==> src/rtl/spiprog_pkg.sv <==
package spiprog_pkg;

    localparam logic [7:0] CH_CR  = 8'h0D;
    localparam logic [7:0] CH_ERR = 8'h3F;
    localparam logic [7:0] CH_ESC = 8'h1B;

    localparam logic [7:0] CMD_DEV   = 8'h54;
    localparam logic [7:0] CMD_ADDR  = 8'h41;
    localparam logic [7:0] CMD_WLO   = 8'h63;
    localparam logic [7:0] CMD_WHI   = 8'h43;
    localparam logic [7:0] CMD_RPROG = 8'h52;
    localparam logic [7:0] CMD_WDATA = 8'h44;
    localparam logic [7:0] CMD_RDATA = 8'h64;
    localparam logic [7:0] CMD_ERASE = 8'h65;
    localparam logic [7:0] CMD_SIG   = 8'h73;
    localparam logic [7:0] CMD_PAGE  = 8'h6D;
    localparam logic [7:0] CMD_RAW   = 8'h3A;
    localparam logic [7:0] CMD_ENTER = 8'h50;
    localparam logic [7:0] CMD_LEAVE = 8'h4C;
    localparam logic [7:0] CMD_IDENT = 8'h53;
    localparam logic [7:0] CMD_SWVER = 8'h56;
    localparam logic [7:0] CMD_HWVER = 8'h76;
    localparam logic [7:0] CMD_KIND  = 8'h70;
    localparam logic [7:0] CMD_LIST  = 8'h74;

    localparam logic [7:0] DEV_BYTEWIDE = 8'h86;
    localparam logic [7:0] DEV_PAGE_A   = 8'h40;
    localparam logic [7:0] DEV_PAGE_B   = 8'h41;
    localparam int         LIST_LEN     = 7;

    typedef enum logic [3:0] {
        ST_CMD, ST_ARG, ST_GO, ST_FREQ, ST_FRSP, ST_FTX, ST_WAIT, ST_END, ST_STR
    } state_e;

    typedef struct packed {
        state_e      st;
        logic [7:0]  cmd;
        logic [7:0]  a0;
        logic [7:0]  a1;
        logic [7:0]  a2;
        logic [1:0]  argn;
        logic [1:0]  step;
        logic [15:0] addr;
        logic [7:0]  dev;
        logic [7:0]  rsp;
        logic [3:0]  idx;
        logic [7:0]  endb;
    } ctl_t;

    function automatic logic [7:0] dev_list(input int i);
        case (i)
            0: return 8'h12;
            1: return 8'h13;
            2: return 8'h20;
            3: return 8'h28;
            4: return 8'h38;
            5: return 8'h48;
            6: return DEV_BYTEWIDE;
            default: return 8'h00;
        endcase
    endfunction

    function automatic logic is_page(input logic [7:0] d);
        return (d == DEV_PAGE_A) || (d == DEV_PAGE_B);
    endfunction

    function automatic logic is_supported(input logic [7:0] d);
        logic hit;
        hit = is_page(d);
        for (int i = 0; i < LIST_LEN; i++)
            if (dev_list(i) == d) hit = 1'b1;
        return hit;
    endfunction

    function automatic logic is_info(input logic [7:0] c);
        return (c == CMD_IDENT) || (c == CMD_SWVER) || (c == CMD_HWVER) ||
               (c == CMD_KIND)  || (c == CMD_LIST);
    endfunction

    function automatic logic is_gated(input logic [7:0] c);
        return (c == CMD_ENTER) || (c == CMD_LEAVE) || (c == CMD_WLO) ||
               (c == CMD_WHI)   || (c == CMD_RPROG) || (c == CMD_WDATA) ||
               (c == CMD_RDATA) || (c == CMD_ERASE) || (c == CMD_SIG) ||
               (c == CMD_PAGE)  || (c == CMD_RAW);
    endfunction

    function automatic logic [1:0] arg_count(input logic [7:0] c);
        case (c)
            CMD_DEV, CMD_WLO, CMD_WHI, CMD_WDATA: return 2'd1;
            CMD_ADDR:                             return 2'd2;
            CMD_RAW:                              return 2'd3;
            default:                              return 2'd0;
        endcase
    endfunction

    function automatic logic [1:0] frame_count(input logic [7:0] c, input logic bw);
        case (c)
            CMD_RPROG: return bw ? 2'd1 : 2'd2;
            CMD_SIG:   return 2'd3;
            default:   return 2'd1;
        endcase
    endfunction

    function automatic logic returns_data(input logic [7:0] c);
        return (c == CMD_RPROG) || (c == CMD_RDATA) || (c == CMD_SIG) || (c == CMD_RAW);
    endfunction

endpackage

==> src/rtl/spiprog_wait_timer.sv <==
module spiprog_wait_timer #(
    parameter int CW = 8
) (
    input  logic          clk,
    input  logic          rst_n,
    input  logic          load,
    input  logic [CW-1:0] val,
    output logic          busy
);
    logic [CW-1:0] cnt_d, cnt_q;

    always_comb begin
        cnt_d = cnt_q;
        if (load)
            cnt_d = val;
        else if (cnt_q != '0)
            cnt_d = cnt_q - 1'b1;
    end

    always_ff @(posedge clk) begin
        if (!rst_n) cnt_q <= '0;
        else        cnt_q <= cnt_d;
    end

    assign busy = (cnt_q != '0);


    load_chk: assert property (@(posedge clk) disable iff (!rst_n)
        load |=> (cnt_q == $past(val)));

endmodule

==> src/rtl/spiprog_frame_build.sv <==
module spiprog_frame_build
    import spiprog_pkg::*;
(
    input  logic [7:0]  cmd,
    input  logic [1:0]  step,
    input  logic [15:0] addr,
    input  logic [7:0]  a0,
    input  logic [7:0]  a1,
    input  logic [7:0]  a2,
    input  logic        byte_wide,
    output logic [31:0] frame
);
    logic [7:0] op, hi, last;
    logic [2:0] kind;

    always_comb begin
        op   = 8'h00;
        kind = 3'd0;
        last = 8'h00;
        case (cmd)
            CMD_WLO:   begin op = 8'h40; kind = 3'd2; last = a0; end
            CMD_WHI:   begin op = 8'h48; kind = 3'd2; last = a0; end
            CMD_RPROG: begin op = (step == 2'd0) ? 8'h28 : 8'h20; kind = 3'd1; end
            CMD_RDATA: begin op = 8'hA0; kind = 3'd5; end
            CMD_WDATA: begin op = 8'hC0; kind = 3'd6; last = a0; end
            default:   ;
        endcase
        hi = (byte_wide && kind != 3'd0) ? ({addr[12:8], 3'b000} | {5'b0, kind})
                                         : addr[15:8];
        frame = {op, hi, addr[7:0], last};
        case (cmd)
            CMD_ERASE: frame = 32'hAC80_0400;
            CMD_SIG:   frame = {8'h30, 8'h00, 6'd0, 2'd2 - step, 8'h00};
            CMD_PAGE:  frame = {8'h4C, addr, 8'h00};
            CMD_RAW:   frame = {a0, a1, a2, 8'h00};
            default:   ;
        endcase
    end

endmodule

==> src/rtl/spiprog_reply_rom.sv <==
module spiprog_reply_rom
    import spiprog_pkg::*;
#(
    parameter int SW_MAJ = 3,
    parameter int SW_MIN = 1,
    parameter int HW_MAJ = 1,
    parameter int HW_MIN = 2
) (
    input  logic [7:0] cmd,
    input  logic [3:0] idx,
    output logic [7:0] data,
    output logic [3:0] len
);
    localparam logic [55:0] ID_TEXT = "SERPRGM";

    always_comb begin
        data = 8'h00;
        len  = 4'd1;
        case (cmd)
            CMD_IDENT: begin
                len  = 4'd7;
                data = (idx < 4'd7) ? ID_TEXT[8*(6-int'(idx)) +: 8] : 8'h00;
            end
            CMD_SWVER: begin
                len  = 4'd2;
                data = (idx == 4'd0) ? 8'(8'h30 + SW_MAJ) : 8'(8'h30 + SW_MIN);
            end
            CMD_HWVER: begin
                len  = 4'd2;
                data = (idx == 4'd0) ? 8'(8'h30 + HW_MAJ) : 8'(8'h30 + HW_MIN);
            end
            CMD_KIND: data = 8'h53;
            CMD_LIST: begin
                len  = 4'(LIST_LEN + 1);
                data = dev_list(int'(idx));
            end
            default: ;
        endcase
    end

endmodule

==> src/rtl/spiprog_cmd.sv <==
module spiprog_cmd
    import spiprog_pkg::*;
#(
    parameter int WRITE_WAIT = 64,
    parameter int LONG_WAIT  = 200,
    parameter int SW_MAJ     = 3,
    parameter int SW_MIN     = 1,
    parameter int HW_MAJ     = 1,
    parameter int HW_MIN     = 2
) (
    input  logic        clk,
    input  logic        rst_n,
    input  logic        rx_valid,
    input  logic [7:0]  rx_data,
    output logic        rx_ready,
    output logic        tx_valid,
    output logic [7:0]  tx_data,
    input  logic        tx_ready,
    output logic        frm_valid,
    output logic [31:0] frm_data,
    input  logic        frm_ready,
    input  logic        rsp_valid,
    input  logic [7:0]  rsp_data
);
    localparam int MAXW = (LONG_WAIT > WRITE_WAIT) ? LONG_WAIT : WRITE_WAIT;
    localparam int CW   = $clog2(MAXW + 1);

    ctl_t s_d, s_q;

    logic          t_load, t_busy;
    logic [CW-1:0] t_val, wv;
    logic          bw, last_frame, frame_done, fin_inc, fin_cr;
    logic [7:0]    rom_data;
    logic [3:0]    rom_len;

    spiprog_wait_timer #(.CW(CW)) u_timer (
        .clk(clk), .rst_n(rst_n), .load(t_load), .val(t_val), .busy(t_busy)
    );

    spiprog_frame_build u_frame (
        .cmd(s_q.cmd), .step(s_q.step), .addr(s_q.addr),
        .a0(s_q.a0), .a1(s_q.a1), .a2(s_q.a2),
        .byte_wide(bw), .frame(frm_data)
    );

    spiprog_reply_rom #(
        .SW_MAJ(SW_MAJ), .SW_MIN(SW_MIN), .HW_MAJ(HW_MAJ), .HW_MIN(HW_MIN)
    ) u_rom (
        .cmd(s_q.cmd), .idx(s_q.idx), .data(rom_data), .len(rom_len)
    );

    assign bw         = (s_q.dev == DEV_BYTEWIDE);
    assign last_frame = (s_q.step == frame_count(s_q.cmd, bw) - 2'd1);
    assign fin_inc    = (s_q.cmd == CMD_WHI) || ((s_q.cmd == CMD_RPROG) && !bw);
    assign fin_cr     = !((s_q.cmd == CMD_RPROG) || (s_q.cmd == CMD_RDATA) ||
                          (s_q.cmd == CMD_SIG));

    always_comb begin
        case (s_q.cmd)
            CMD_WLO, CMD_WHI: wv = is_page(s_q.dev) ? '0 : CW'(WRITE_WAIT);
            CMD_WDATA:        wv = CW'(WRITE_WAIT);
            CMD_ERASE, CMD_PAGE, CMD_RAW: wv = CW'(LONG_WAIT);
            default:          wv = '0;
        endcase
    end

    always_comb begin
        s_d        = s_q;
        t_load     = 1'b0;
        t_val      = wv;
        frame_done = 1'b0;
        rx_ready   = (s_q.st == ST_CMD) || (s_q.st == ST_ARG);
        tx_valid   = 1'b0;
        tx_data    = 8'h00;
        frm_valid  = 1'b0;

        case (s_q.st)
            ST_CMD: if (rx_valid) begin
                s_d.cmd  = rx_data;
                s_d.argn = 2'd0;
                s_d.step = 2'd0;
                s_d.idx  = 4'd0;
                if (rx_data == CH_ESC)
                    s_d.st = ST_CMD;
                else if (is_info(rx_data))
                    s_d.st = ST_STR;
                else if (rx_data == CMD_DEV || rx_data == CMD_ADDR)
                    s_d.st = ST_ARG;
                else if (!is_gated(rx_data) || !is_supported(s_q.dev)) begin
                    s_d.endb = CH_ERR;
                    s_d.st   = ST_END;
                end else if (arg_count(rx_data) != 2'd0)
                    s_d.st = ST_ARG;
                else
                    s_d.st = ST_GO;
            end
            ST_ARG: if (rx_valid) begin
                case (s_q.argn)
                    2'd0:    s_d.a0 = rx_data;
                    2'd1:    s_d.a1 = rx_data;
                    default: s_d.a2 = rx_data;
                endcase
                s_d.argn = s_q.argn + 2'd1;
                if (s_q.argn == arg_count(s_q.cmd) - 2'd1) s_d.st = ST_GO;
            end
            ST_GO: begin
                s_d.endb = CH_CR;
                s_d.st   = ST_FREQ;
                case (s_q.cmd)
                    CMD_DEV:  begin s_d.dev = s_q.a0; s_d.st = ST_END; end
                    CMD_ADDR: begin s_d.addr = {s_q.a0, s_q.a1}; s_d.st = ST_END; end
                    CMD_ENTER, CMD_LEAVE: s_d.st = ST_END;
                    CMD_WHI: if (bw) begin s_d.endb = CH_ERR; s_d.st = ST_END; end
                    default: ;
                endcase
            end
            ST_FREQ: begin
                frm_valid = 1'b1;
                if (frm_ready) s_d.st = ST_FRSP;
            end
            ST_FRSP: if (rsp_valid) begin
                s_d.rsp = rsp_data;
                if (returns_data(s_q.cmd)) s_d.st = ST_FTX;
                else                       frame_done = 1'b1;
            end
            ST_FTX: begin
                tx_valid = 1'b1;
                tx_data  = s_q.rsp;
                if (tx_ready) frame_done = 1'b1;
            end
            ST_WAIT: if (!t_busy) begin
                s_d.endb = CH_CR;
                s_d.st   = ST_END;
            end
            ST_END: begin
                tx_valid = 1'b1;
                tx_data  = s_q.endb;
                if (tx_ready) s_d.st = ST_CMD;
            end
            ST_STR: begin
                tx_valid = 1'b1;
                tx_data  = rom_data;
                if (tx_ready) begin
                    if (s_q.idx == rom_len - 4'd1) s_d.st = ST_CMD;
                    else s_d.idx = s_q.idx + 4'd1;
                end
            end
            default: s_d.st = ST_CMD;
        endcase

        if (frame_done) begin
            if (!last_frame) begin
                s_d.step = s_q.step + 2'd1;
                s_d.st   = ST_FREQ;
            end else begin
                if (fin_inc) s_d.addr = s_q.addr + 16'd1;
                if (wv != '0) begin
                    t_load = 1'b1;
                    s_d.st = ST_WAIT;
                end else if (fin_cr) begin
                    s_d.endb = CH_CR;
                    s_d.st   = ST_END;
                end else
                    s_d.st = ST_CMD;
            end
        end
    end

    always_ff @(posedge clk) begin
        if (!rst_n) begin
            s_q      <= '0;
            s_q.st   <= ST_CMD;
        end else
            s_q <= s_d;
    end


    frm_hold_chk: assert property (@(posedge clk) disable iff (!rst_n)
        (frm_valid && !frm_ready) |=> (frm_valid && $stable(frm_data)));


    tx_hold_chk: assert property (@(posedge clk) disable iff (!rst_n)
        (tx_valid && !tx_ready) |=> (tx_valid && $stable(tx_data)));


    quiet_wait_chk: assert property (@(posedge clk) disable iff (!rst_n)
        t_busy |-> (!frm_valid && !tx_valid));


    addr_src_chk: assert property (@(posedge clk) disable iff (!rst_n)
        !$stable(s_q.addr) |-> ($past(s_q.st) == ST_GO || $past(s_q.st) == ST_FRSP ||
                                $past(s_q.st) == ST_FTX));

endmodule

==> config.mk <==
export PLATFORM = sky130hd
export DESIGN_NAME = spiprog_cmd
export DESIGN_NICKNAME = d
export VERILOG_FILES = /design/src/rtl/spiprog_pkg.sv /design/src/rtl/spiprog_wait_timer.sv /design/src/rtl/spiprog_frame_build.sv /design/src/rtl/spiprog_reply_rom.sv /design/src/rtl/spiprog_cmd.sv
export SDC_FILE = /design/constraint.sdc
export NUM_CORES = 1
export LEC_CHECK = 0
export ABC_AREA = 0
export BUFFER_PORTS_ARGS = -buffer_cell sky130_fd_sc_hd__buf_2
export CORE_MARGIN = 4
export CORE_UTILIZATION = 60
export CTS_CLUSTER_DIAMETER = 120
export DETAILED_ROUTE_END_ITERATION = 10
export PLACE_DENSITY_LB_ADDON = 0.05
export REMOVE_ABC_BUFFERS = 1
export SYNTH_ARGS = -nofsm -noshare
export SYNTH_HDL_FRONTEND = slang
export SYNTH_SLANG_ARGS = --single-unit
==> constraint.sdc <==
create_clock -name clk -period 3.3 [get_ports clk]
set_input_delay 0.825 -clock clk [delete_from_list [all_inputs] [get_ports clk]]
set_output_delay 0.825 -clock clk [all_outputs]
set_load 0.02 [all_outputs]
After elaboration in Yosys (flattened, before gate mapping)
Cells that the tools add are included.

storage, ports and cells
  register bits after elaboration = 92
  input bits = 22
  output and inout port bits = 43
  word-level logic and storage cells = 297

operators by class
  add/subtract/negate cells = 10
  $lt $le $gt $ge = 1
  equal/unequal tests = 80
  shift-type cells = 1
  muxes and demuxes = 134
  bitwise gates (word level) = 2
  reductions and logical operators = 56

operators with widths
  kind                                                                          count
  8-bit two-way mux                                                             50
  8-bit by 7-bit equality test with 1-bit output, second input constant         36
  32-bit one-hot mux with 4 select lines                                        1
  8-bit one-hot mux with 5 select lines                                         2
  4-bit two-way mux                                                             18
  8-bit one-hot mux with 3 select lines                                         3
  8-bit equality test                                                           7
  8-bit one-hot mux with 7 select lines                                         1
  56-bit by 32-bit indexed part select with 8-bit output, first input constant  1
  16-bit two-way mux                                                            3
  4-bit one-hot mux with 9 select lines                                         1
  2-bit two-way mux                                                             15
  4-bit by 3-bit equality test with 1-bit output, second input constant         7
  3-bit != test, second input constant                                          9
  12-bit two-way mux                                                            2
  24-bit two-way mux                                                            1
  1-bit logical OR                                                              22
  1-bit two-way mux                                                             20
  18-bit two-way mux                                                            1
  16-bit by 1-bit adder with 16-bit output, second input constant               1
  4-bit by 2-bit equality test with 1-bit output, second input constant         4
  8-bit by 6-bit equality test with 1-bit output, second input constant         2
  4-bit one-hot mux with 2 select lines                                         2
  8-bit nonzero test                                                            2
  40 further kinds                                                              73

Longest topological paths before layout
  depth in word-level cells = 39
  mapped depth = 13
  mapped depth without buffers = 12

Modules after synthesis
From an unflattened synthesis, not the netlist that was laid out.

unflattened totals
  cell total of the unflattened synthesis = 805
  area, all modules = 6,648.9 um^2

by module, submodules not included
  module               times used  cells each  area an instance (um^2)  seq. area each (um^2)
  spiprog_cmd          1           573         4,901.0                  1,681.6
  spiprog_frame_build  1           102         749.5                    0.0
  spiprog_reply_rom    1           76          518.0                    0.0
  spiprog_wait_timer   1           54          480.5                    160.2

Worst setup path before layout
Ideal clock, no wire load.

  path kind = register -> output
  start = reg s_q[75] (netlist name)
  end = out tx_data[4]
  data arrival time = 2,128 ps
  data required time = 2,475 ps
  setup slack = 347 ps
  cell stages (with the launch flop) = 9
  buffers on the path = 1
  cell sequence = dfxtp_1 -> clkbuf_1 -> nand2b_1 -> or3_1 -> nor3_1 -> o21ai_0 -> nand2_1 -> a31oi_1 -> o22ai_1

on the way
  cells in the longest elaborated chain, start to end = 3
  elaborated cells on any way between the ends = 7
  classes of those cells = eq/ne (5); mux (2)

RTL lines
  item                                                                      RTL line                 source
  start, declared                                                           spiprog_cmd.sv:28        ctl_t s_d, s_q;
  8-bit by 7-bit equality test with 1-bit output, on equally long branches  --
  8-bit one-hot mux with 5 select lines *                                   spiprog_reply_rom.sv:19  case (cmd)
  8-bit one-hot mux with 3 select lines *                                   spiprog_cmd.sv:77        case (s_q.st)
  end, declared                                                             spiprog_cmd.sv:17        output logic [7:0] tx_data,

Every way passes the cells marked *; elsewhere a longest branch is shown, timed or not.

Final worst setup path
  start = reg s_q[9] (netlist name)
  end = out tx_data[0]

on the way
  cells in the longest elaborated chain, start to end = 5
  elaborated cells on any way between the ends = 15
  classes of those cells = add/sub (1); order compare (1); eq/ne (6); shift (1); mux (5); reduce/logical (1)

RTL lines
  item                                                    RTL line                 source
  3-bit by 4-bit subtractor with 5-bit output             spiprog_reply_rom.sv:22  data = (idx < 4'd7) ? ID_TEXT[8*(6-int'(idx)) +: 8] : 8'h00;
  56-bit by 32-bit indexed part select with 8-bit output  spiprog_reply_rom.sv:22
  8-bit two-way mux                                       spiprog_reply_rom.sv:22
  8-bit one-hot mux with 5 select lines *                 spiprog_reply_rom.sv:19
  8-bit one-hot mux with 3 select lines *                 spiprog_cmd.sv:77

Marked as above.

==> key figures <==
Outcome
  – Run status: finished clean

Critical path
  – Crit path arrival time: 2390 ps
  – Launch instance of the worst register-to-register path: s_q[75]$_SDFFE_PN0P_
  – Startpoint class of the critical path: flop
  – Slowest stage delay, CP: 430 ps
  – Largest fanout of any net on the critical path: 6
  – Critical path, cell by cell: inv_1 > ha_2 > inv_1 > a21oi_1 > nor2_1 > a221oi_1 > a21oi_1 > o22ai_1 > buf_2
  – Type of the setup path with the least slack: reg -> out
  – Library cell contributing the largest single delay on the critical path: sky130_fd_sc_hd__dfxtp_2
  – Reg2Reg Depth: 13
  – Worst Setup End Kind: output pin
  – Reg-to-reg critical path endpoint: s_q[81]$_SDFFE_PN0P_
  – Data required time of the critical path: 2470 ps
  – Worst setup slack for register-to-register paths: 400 ps

Cells and area
  – Number of nets in the layout: 853
  – Number of fill cells: 853
  – Final Cell Area: 6750 um^2
  – Area growth from synthesis to final layout: 13.4%
  – Diode insertion count for antenna repair: 0
  – Fin util: 69.4%
  – Share of final-layout standard cells stronger than drive strength 1: 18.5%

STA
  – Max-slew headroom: 38.7%
  – Clk_skew: 15.0 ps
  – Maximum clock rate: 0.311 GHz
  – Min cycle time layout: 3220 ps
  – Transition time at the pin with the least slew margin: 914 ps
  – Final Max Tran Viols: 0
  – Final-layout setup total negative slack: 0 ps
  – Post-route fraction of the period consumed by the critical path: 97.4%
  – Number of failing hold endpoints at the final stage: 0
  – Number of setup violations in the final report: 0

Global routing
  – Maximum number of pins on one net before global-route repair: 46
  – Global routing usage summed across all routing layers: 30.8%
  – Global-route met1 utilization: 40.7%
  – Met2 Resource Use GR: 50.2%
  – Global-route wire length before repair: 28.5 mm
  – Busiest metal layer after global routing: met2
  – Number of global-route vias before repair: 5662
  – Remaining global-route overflow: 0
  – Grt met3 use: 4.44%
  – Initial antenna violation count: 0

Synth
  – Count of different cell masters after synthesis: 79
  – Most used flip-flop cell after synthesis: sky130_fd_sc_hd__dfxtp_1
  – Proportion of netlist area held by the largest area contributor: 31.0%
  – Post-Synthesis Mean Instance Area: 7.73 um^2
  – Post-Synthesis Cell Area: 5950 um^2
  – Most numerous cell in the Yosys netlist: sky130_fd_sc_hd__nor2_1
  – Biggest area consumer among synthesized cells: sky130_fd_sc_hd__dfxtp_1
  – Leading post-synthesis cells by cell area: sky130_fd_sc_hd__dfxtp_1 (31%), sky130_fd_sc_hd__nor2_1 (6.5%), sky130_fd_sc_hd__mux2i_1 (6.4%)
  – Commonest cells post-synth: sky130_fd_sc_hd__nor2_1 (103), sky130_fd_sc_hd__dfxtp_1 (92), sky130_fd_sc_hd__nand2_1 (76), sky130_fd_sc_hd__a21oi_1 (64), sky130_fd_sc_hd__mux2i_1 (38)
  – EDFF count, synth: 0
  – Sequential area share after synthesis: 31.0%
  – Synth warn: 0
  – Number of flip-flops and latches in the synthesized netlist: 92
  – Proportion of synthesized flip-flops having asynchronous set or reset: 0%
  – Cell count after synthesis: 769

Floorplan
  – Std-Cell Rows: 36
  – Horizontal extent of the die: 108 um
  – IO Pins: 65
  – Total die area: 11600 um^2
  – Starting density of the core: 61.1%
  – Vertical extent of the die: 108 um
  – Core footprint: 9730 um^2

Pwr
  – Pint: 2.03 mW
  – Portion of total power attributed to sequential cells: 42.5%
  – Pwr Total: 3.28 mW
  – Combinational group share of total power: 31.6%
  – Switching share of total power: 38.0%
  – Switch Pwr: 1.24 mW
  – Worst VDD drop: 0.295 mV
  – Reported leakage power: 2.71 nW
  – Power density of the placed cells: 486 nW/um^2
  – Clk pwr share: 25.9%

Place
  – # port buffers: 64
  – Placed instance area: 6370 um^2
  – RePlAce Congestion: 0.982
  – HPWL after detailed placement: 12.5 mm

Route
  – WL per Instance: 18.6 um
  – Detailed-route via count: 6110
  – Via density per instance: 6.38
  – Post-Route WL: 17.8 mm
  – TritonRoute pass-1 iters: 5
  – Number of design rule violations left after detail routing: 0
  – Iteration-0 DRC Markers: 713
  – DRT antenna net count: 0

Hold path
  – Worst Hold Depth: 2
  – Kind of path behind the tightest hold check: reg -> reg
  – Hold worst-path end: s_q[6]$_SDFF_PN0_
  – Startpoint of the most critical hold path: s_q[6]$_SDFF_PN0_

Clocking
  – TritonCTS buffer count: 9
  – Clock tree root buffer cell: sky130_fd_sc_hd__clkbuf_8
  – Clock latency on the worst-skew pair: 390 ps
  – CTS tree: yes
  – Clock-pin slew on the worst setup and hold paths: 100 ps
  – Clock net sink count: 92
  – Maximum clock path buffer count: 2
  – Hold Buf Count CTS: 0
  – Level count of the clock H-tree: 3

Job
  – Total of max-cap violations: 0
power by group through the flow:
stage / logic (mW) / registers (mW) / clock network [mW]
after CTS: 1.02 / 1.38 / 0.850
after global placement: 0.983 / 1.40 / 0
after global routing: 1.15 / 1.42 / 0.901
final: 1.04 / 1.39 / 0.847
after detailed placement: 1.01 / 1.41 / 0
after floorplan: 0.717 / 1.40 / 0
per-layer routing:
| layer | vias up | wire length (um) |
|---|---|---|
| met3 | 46 | 1410 |
| met5 | - | 0 |
| met2 | 314 | 8330 |
| met1 | 2846 | 7500 |
| li1 | 2904 | - |
| met4 | 0 | 544 |
per-stage QoR:
step           setup WS, ps  instances  hold WS [ps]
6_report               85.0        958           431
5_1_grt               -8.92        958           453
4_1_cts                11.8        951           434
3_5_place_dp            162        935           421
3_3_place_gp            256        935           418
2_1_floorplan           137        721           408
state kept, by name (all words and copies together) (netlist names):
name,cells
s_q,84
u_timer.cnt_q,8
layout make-up:
type | count | area, um^2 | share of cell area, %
Tap cell | 133 | 166 | 2.47
Inverter | 23 | 86.3 | 1.28
Multi-Input combinational cell | 606 | 3900 | 57.8
Sequential cell | 92 | 1860 | 27.6
Clock inverter | 7 | 93.8 | 1.39
Clock buffer | 9 | 124 | 1.84
Timing Repair Buffer | 88 | 515 | 7.64
worst max-delay path by stage:
| stage | startpoint | to | slack, ps | depth (start not counted) |
|---|---|---|---|---|
| 3_3_place_gp | s_q[8]$_SDFFE_PN0P_ | tx_data[0] | 260 | 10 |
| 5_1_grt | s_q[76]$_SDFFE_PN0P_ | tx_data[6] | -9 | 8 |
| 4_1_cts | s_q[8]$_SDFFE_PN0P_ | tx_data[0] | 10 | 10 |
| 3_5_place_dp | s_q[8]$_SDFFE_PN0P_ | tx_data[0] | 160 | 10 |
| 6_report | s_q[9]$_SDFFE_PN0P_ | tx_data[0] | 80 | 9 |
| 2_1_floorplan | s_q[73]$_SDFFE_PN0P_ | frm_data[8] | 140 | 6 |
cells in the final DEF, fill, tap and decap left out, drive strengths merged, types with 3 or more instances in the layout:
| cell | n |
|---|---|
| a211o | 5 |
| a211oi | 7 |
| a21o | 4 |
| a21oi | 64 |
| a221oi | 3 |
| a22o | 7 |
| a22oi | 11 |
| a311oi | 5 |
| a31oi | 17 |
| a32oi | 6 |
| and2 | 16 |
| and3 | 10 |
| buf | 88 |
| clkbuf | 9 |
| dfxtp | 92 |
| ha | 11 |
| inv | 26 |
| mux2i | 38 |
| nand2 | 78 |
| nand2b | 6 |
| nand3 | 31 |
| nand3b | 7 |
| nand4 | 5 |
| nor2 | 104 |
| nor2b | 15 |
| nor3 | 17 |
| nor3b | 6 |
| nor4 | 8 |
| nor4b | 5 |
| nor4bb | 3 |
| o211a | 3 |
| o211ai | 3 |
| o21a | 11 |
| o21ai | 27 |
| o22ai | 11 |
| or3 | 8 |
| or3b | 4 |
| xnor2 | 14 |
| xor2 | 4 |
critical path: cells and delay by family (launching register included):
| kind | cells | cell delay (ps) |
|---|---|---|
| and+or+nand+nor | 1 | 60 |
| AOI/OAI and AO/OA | 4 | 710 |
| DFF | 1 | 430 |
| adders and majority gates | 1 | 420 |
| buffers and inverters | 3 | 390 |
repair_timing:
action / 4_1_cts / 5_1_grt
endpoints found under the hold margin: 0 / 0
setup buffers: 0 / 7
setup endpoints to repair: 15 / 15
pin swaps: 0 / 5
gates resized for setup: 14 / 20
cells by family after synthesis:
family,synth area share (%)
xor gates and xnor gates,2.65
buffers and inverters,4.94
muxes,6.58
adders and majority gates,2.31
and+or+nand+nor,29.5
DFF,31.0
AOI/OAI and AO/OA,23.1
Power figures use the tool's default switching activity.
